### src/rtl/udiv_unit.sv
module udiv_unit #(
  parameter int W    = 32,
  parameter int IDXW = 4
) (
  input  logic            clk,
  input  logic            rst_n,
  input  logic            start,
  input  logic            wide,
  input  logic [W-1:0]    dividend_lo,
  input  logic [W-1:0]    dividend_hi,
  input  logic [W-1:0]    divisor,
  input  logic [IDXW-1:0] q_idx,
  input  logic [IDXW-1:0] r_idx,
  output logic            busy,
  output logic            done,
  output logic [W-1:0]    quotient,
  output logic [W-1:0]    remainder,
  output logic            q_we,
  output logic [IDXW-1:0] q_wr_idx,
  output logic            r_we,
  output logic [IDXW-1:0] r_wr_idx,
  output logic            div_zero,
  output logic            flag_n,
  output logic            flag_z,
  output logic            flag_v,
  output logic            flag_c
);
  localparam int CW = $clog2(W + 1);

  logic [W-1:0]  acc, quo, dsr;
  logic [CW-1:0] cnt;

  wire          accept  = start && !busy;
  wire          zero_dv = (divisor == '0);
  wire          ovf_dv  = wide && (dividend_hi >= divisor);
  wire [W:0]    trial   = {acc, quo[W-1]} - {1'b0, dsr};
  wire          take    = !trial[W];
  wire [W-1:0]  acc_nx  = take ? trial[W-1:0] : {acc[W-2:0], quo[W-1]};
  wire [W-1:0]  quo_nx  = {quo[W-2:0], take};
  wire          last    = (cnt == CW'(W - 1));

  assign flag_c = 1'b0;

  always_ff @(posedge clk or negedge rst_n) begin
    if (!rst_n) begin
      busy      <= 1'b0;
      done      <= 1'b0;
      q_we      <= 1'b0;
      r_we      <= 1'b0;
      acc       <= '0;
      quo       <= '0;
      dsr       <= '0;
      cnt       <= '0;
      quotient  <= '0;
      remainder <= '0;
      q_wr_idx  <= '0;
      r_wr_idx  <= '0;
      div_zero  <= 1'b0;
      flag_n    <= 1'b0;
      flag_z    <= 1'b0;
      flag_v    <= 1'b0;
    end else begin
      done <= 1'b0;
      q_we <= 1'b0;
      r_we <= 1'b0;
      if (accept) begin
        q_wr_idx <= q_idx;
        r_wr_idx <= r_idx;
        if (zero_dv || ovf_dv) begin
          done      <= 1'b1;
          div_zero  <= zero_dv;
          flag_v    <= !zero_dv;
          flag_n    <= 1'b0;
          flag_z    <= 1'b0;
          quotient  <= '0;
          remainder <= '0;
        end else begin
          busy <= 1'b1;
          cnt  <= '0;
          acc  <= wide ? dividend_hi : '0;
          quo  <= dividend_lo;
          dsr  <= divisor;
        end
      end else if (busy) begin
        acc <= acc_nx;
        quo <= quo_nx;
        cnt <= cnt + 1'b1;
        if (last) begin
          busy      <= 1'b0;
          done      <= 1'b1;
          q_we      <= 1'b1;
          r_we      <= (q_wr_idx != r_wr_idx);
          quotient  <= quo_nx;
          remainder <= acc_nx;
          div_zero  <= 1'b0;
          flag_v    <= 1'b0;
          flag_n    <= quo_nx[W-1];
          flag_z    <= (quo_nx == '0);
        end
      end
    end
  end
endmodule


### config.mk
export PLATFORM = sky130hd
export DESIGN_NAME = udiv_unit
export DESIGN_NICKNAME = d
export VERILOG_FILES = /design/src/rtl/udiv_unit.sv
export SDC_FILE = /design/constraint.sdc
export NUM_CORES = 1
export LEC_CHECK = 0
export ABC_AREA = 1
export BUFFER_PORTS_ARGS = -buffer_cell sky130_fd_sc_hd__buf_2
export CORE_MARGIN = 1.5
export CORE_UTILIZATION = 55
export CTS_CLUSTER_SIZE = 16
export DETAILED_ROUTE_END_ITERATION = 10
export MAX_ROUTING_LAYER = met4
export PLACE_DENSITY = 0.81
export SYNTH_ARGS = -nofsm -noshare
export SYNTH_HDL_FRONTEND = slang
export SYNTH_SLANG_ARGS = --single-unit
### constraint.sdc
create_clock -name clk -period 4.1 [get_ports clk]
set_clock_uncertainty 0.2 [all_clocks]
set_input_delay 0.41 -clock clk [delete_from_list [all_inputs] [get_ports clk]]
set_output_delay 0.41 -clock clk [all_outputs]
set_load 0.05 [all_outputs]
==> results of run 1 <==
==> critical path, stage by stage (launching register included) <==
cell and delay [ns]:
dfrtp_1 0.39, inv_1 0.09, ha_1 0.14, inv_1 0.08, fa_1 0.45, nand3_1 0.12, nand3_2 0.11, nand2_1 0.09
nand2_2 0.08, nand2_2 0.08, nand2_2 0.07, nand2_4 0.11, nand3_4 0.23, nand2_4 0.35, nand2_1 0.10, nand3_1 0.10
nand2_1 0.07, inv_1 0.08, nor2_1 0.04
==> per-stage QoR <==
stage	hold slack [ns]	setup slack [ns]	util, %	instance area, um^2
after floorplan	-0.0856	1.53	-	12200
after global placement	0.253	1.02	61.0	13300
after detailed placement	0.258	0.906	61.0	13300
after CTS	0.0437	0.997	64.3	14000
after global routing	0.0603	0.730	64.3	14000
final	0.0481	0.994	64.3	14000
==> cell families (layout without fill, tap and decap cells) <==
group                      after synthesis  count (layout)  synth area share, %
adders and majority gates               66              66                 6.86
DFF                                    181             181                 37.3
other                                    1               1               0.0309
buffers and inverters                  350             530                 11.4
AOI/OAI and AO/OA                      120             120                 5.34
xor gates and xnor gates                15              15                 1.08
and+or+nand+nor                       1084            1084                 38.0
==> path summary, 6_finish.rpt <==
| check | slack [ns] | endpoint | cells after the start | from |
|---|---|---|---|---|
| min reg2reg | 0.28 | quotient[11] | 2 | quotient[11] |
| max reg2reg | 0.99 | remainder[6] | 18 | quo[31] |
| max | 0.99 | remainder[6] | 18 | quo[31] |
| max in group asynchronous | 2.20 | quo[4] | 3 | rst_n |
| min | 0.05 | dsr[19] | 3 | divisor[19] |
| min in group asynchronous | 0.39 | dsr[17] | 2 | rst_n |
==> final cells by class <==
class | instances | area [um^2]
repair buffers | 207 | 1150
clock buffers | 17 | 425
flip-flops and latches | 181 | 4530
multi-input cells | 1286 | 6250
inverters | 291 | 1090
well taps | 280 | 350
clock inverters | 15 | 199
fillers | 1984 | 7760
==> cell usage after synthesis, drive strengths merged (11+ instances only) <==
cell and number:
a21oi 29, buf 38, clkbuf 21, dfrtp 181, ha 65, inv 291, nand2 777, nand3 129
nand3b 11, nand4 17, nor2 131, nor4 12, o21ai 75, xnor2 14
==> cell usage in the layout, fill, tap and decap left out, types with 2 or more instances in the layout <==
cell type and count:
a21o_1 3, a21oi_1 26, a21oi_2 2, and2_1 4, buf_12 3, buf_2 186
buf_4 8, clkbuf_16 17, clkinv_4 2, clkinv_8 7, dfrtp_1 181, dlygate4sd3_1 9
ha_1 65, inv_1 278, inv_2 13, inv_6 2, inv_8 3, nand2_1 747
nand2_2 24, nand2_4 6, nand3_1 111, nand3_2 16, nand3_4 2, nand3b_1 10
nand4_1 17, nor2_1 115, nor2_2 14, nor2_4 2, nor3_1 3, nor4_1 11
o21a_1 2, o21ai_0 75, o22ai_1 9, xnor2_1 14
==> layer usage <==
layer | up-vias | part of all wire, % | GRT usage [%]
met4 | 0 | 1.9 | 7.88
met3 | 54 | 5.2 | 3.47
met5 | - | 0 | -
met2 | 376 | 47 | 48.8
li1 | 5888 | - | -
met1 | 5392 | 46 | 41.3
==> state kept, by name (all words and copies together), names as in the netlist, 4 cells and up <==
register,count
cnt,6
q_wr_idx,4
remainder,32
r_wr_idx,4
dsr,32
quo,32
acc,32
quotient,31
==> timing repair <==
item,4_1_cts,5_1_grt
hold endpoints to repair,92,0
hold buffers,9,0
resized for setup,0,0
endpoints found under the setup margin,0,0
==> results.cfg, run 1 <==
[floorplan]
start_util_pct = 55.9
die_w_um = 152
io_pins = 189
dieArea_um2 = 23000
core_um2 = 21800
rows = 54
die_y_um = 152

[clocking]
cts_buffers = 17
clock_path_buffers = 2
cts_setup_buffers = 0
cts_sinks = 181
clkLatencyLatePin_ns = 0.44
cts_tree = yes
clkTransAtPathRegs_ns = 0.08
root_buffer = clkbuf_16
htree_levels = 4

[placed_design]
dpl.hpwl_um = 24800
portBuffers = 187
gp_congestion = 0.999
dp_cells = 2236

[routing]
ant_nets = 0
firstDrtPassIters = 6
drt-vias-per-instance = 5.14
routedWlPerCell_um = 14.6
first_iter_violations = 779
vias = 11710
post-route-drc-count = 0
wirelength_um = 33300

[timing]
fin_tns_setup_ns = 0
finalCritPeriodShare_pct = 75.7
max_freq_mhz = 322
hold_violations = 0
relSlewSlack_pct = 33.1
fin_crit_ns = 3.11
setup_viol = 0
worst_pin_slew_ns = 1.00
slew_violations = 0
rsz0062_at_grt = false

[synthesis]
syn_avg_cell_area_um2 = 6.69
synth_area_leaders = dfrtp_1 37%, nand2_1 23%, inv_1 8.6%, ha_1 6.7%, nand3_1 4.6%
yosys.area.top_type_share_pct = 37.3
yosysSeqAreaShare_pct = 37.3
synth_edf_count = 0
synth.distinct_cells = 38
yosysWarnings = 0
async_flop_share_pct = 100
ys_seq_elements = 181
synth_area_um2 = 12200
yosys.area.top_type = dfrtp_1
synthFlopType = dfrtp_1
postSynthCellCount = 1817
synthesis.nets = 1991

[setup_path]
cp.arrival_ns = 3.24
crit_type = register to register
cp-start-kind = register
critPathCaptureType = register
critPathMaxFanout = 17
cp_data_required_time_ns = 4.24

[layout]
layout-drive-gt1-share_pct = 15.6
stdcell_count = 2277
layout.nets = 2158
diodes = 0
area_delta_synth_final_pct = 15.1

[grt]
grt_max_degree = 87
track_usage_pct = 30.5
grt_pass1_vias = 10913
grt_pass1_wl_um = 53600
grt-ovfl-total = 0
antenna_found_initial = 0

[run]
drv_cap = 0

[hold_path]
hp-class = input pin to register

[outcome]
status = finished clean
Power of run 1 is left out: the tool's default activity adds up to more than one toggle a clock period on the data nets, which glitch-free logic cannot reach.
==> inputs of run 2 (changes only) <==
- CORE_UTILIZATION: 55 -> 53
- clock period: 4.1 -> 2.8 ns (I/O delays scaled with it)
==> results.cfg, run 2 (synthesis gave the netlist of run 1 again) <==
[outcome]
status = finished clean

[routing]
routedWlPerCell_um = 16.1
drt-vias-per-instance = 5.24
ant_nets = 0
wirelength_um = 38800
post-route-drc-count = 0
first_iter_violations = 1177
vias = 12639
firstDrtPassIters = 7

[clocking]
root_buffer = clkbuf_16
htree_levels = 4
clock_path_buffers = 2
cts_sinks = 181
clkLatencyLatePin_ns = 0.45
cts_buffers = 17
cts_tree = yes
clkTransAtPathRegs_ns = 0.09

[placed_design]
dpl.hpwl_um = 26200
place_area_um2 = 13600
gp_congestion = 0.941
portBuffers = 187

[run]
drv_cap = 0

[layout]
utilization_pct = 69.5
final_common_cell = nand2_1
register_area_um2 = 4530
multi_input_area_um2 = 6510
final_cell_mix = 740 x nand2_1, 274 x inv_1, 185 x buf_2
layout.nets = 2289
area_delta_synth_final_pct = 29.0
filler_cell_count = 1858
fin_area_um2 = 15700
layout-drive-gt1-share_pct = 18.7

[timing]
worst_pin_slew_ns = 0.572
fin_crit_ns = 2.75
setup_viol = 0
slew_violations = 0
max_freq_mhz = 364
hold_violations = 0
finalCritPeriodShare_pct = 98.2
relSlewSlack_pct = 61.8

[grt]
grt-ovfl-total = 0
grt_max_degree = 71
grt-busiest-layer = met2
use_met1_pct = 41.4
grt_pass1_wl_um = 59700
grt_pass1_vias = 12239
met2_usage_pct = 52.7
antenna_found_initial = 1
use_met3_pct = 4.03
track_usage_pct = 32.4

[floorplan]
die_w_um = 154
rows = 55
io_pins = 189
start_util_pct = 53.9
die_y_um = 154
core_um2 = 22600
dieArea_um2 = 23900

[power]
p_leak_nw = 8.98
ir_drop_mv = 0.634
power.density_nw_per_um2 = 1380

[setup_path]
crit_type = input pin to register
critPathMaxFanout = 5
critical-path-slowest-cell = dlygate4sd3_1
slowest_delay_ns = 0.55
critPathCaptureType = register
cp-start-kind = input pin
cp.arrival_ns = 2.90
cpMostUsedCell = nand2_1
crit_chain = dlygate4sd3_1 -> buf_2 -> nor4_1 -> nand4_1 -> nor2_1 -> nand2_1 -> nand3_4 -> buf_12 -> inv_6 -> buf_4 -> buf_4 -> nand2_1 -> nand2_1
cp_data_required_time_ns = 2.95

[hold_path]
hp-class = input pin to register
==> run 2: stage by stage <==
step	TNS [ns]	total power, mW	cells	hold slack [ns]	worst slack (ns)
2_1_floorplan	0	14.9	1817	-0.216	0.232
3_3_place_gp	0	18.0	2269	0.0638	0.150
3_5_place_dp	0	18.4	2269	0.0674	0.0809
4_1_cts	0	21.1	2402	0.00200	0.0384
5_1_grt	-0.282	23.5	2414	0.00982	-0.0747
6_report	0	21.7	2414	0.00133	0.0496
==> run 2: worst max-delay path: cells and delay by family <==
family	cells	cell delay (ns)
buf+inv	6	1.15
simple gates	7	1.45
==> run 2: report_power, final <==
| group | internal, mW | switching, mW | leakage [nW] |
|---|---|---|---|
| sequential | 3.91 | 0.882 | 2.19 |
| combinational | 4.71 | 9.57 | 6.49 |
| clock | 1.24 | 1.33 | 0.304 |
| total | 9.87 | 11.8 | 8.98 |
==> run 2: layout make-up <==
| type | count | share of cell area (%) |
|---|---|---|
| well taps | 285 | 2.27 |
| diodes | 1 | 0.0160 |
| clock buffers | 17 | 2.71 |
| repair buffers | 338 | 16.3 |
| flip-flops and latches | 181 | 28.9 |
| clock inverters | 15 | 1.32 |
| inverters | 291 | 7.00 |
| multi-input cells | 1286 | 41.5 |
==> run 2: final timing paths <==
path | from | endpoint | slack [ns] | depth (start not counted)
max | divisor[4] | remainder[29] | 0.05 | 13
min | dividend_lo[27] | quo[27] | 0.001 | 3
max reg2reg | acc[22] | remainder[21] | 0.16 | 15
min reg2reg | quotient[13] | quotient[13] | 0.27 | 2
max in group asynchronous | rst_n | r_wr_idx[3] | 1.44 | 3
min in group asynchronous | rst_n | quotient[15] | 0.14 | 2
==> run 2: repair_timing <==
action,4_1_cts,5_1_grt
resized for setup,0,59
endpoints found under the hold margin,149,1
hold buffers,101,1
buffers inserted,0,6
endpoints found under the setup margin,0,169
==> run 2: per-layer routing <==
layer  wire length, um  vias to the layer above
li1                  -                     6156
met1             16400                     5811
met2             18500                      564
met3              2540                      108
met4              1360                        0
met5                 0                        -
(Power assumes the default switching activity.)
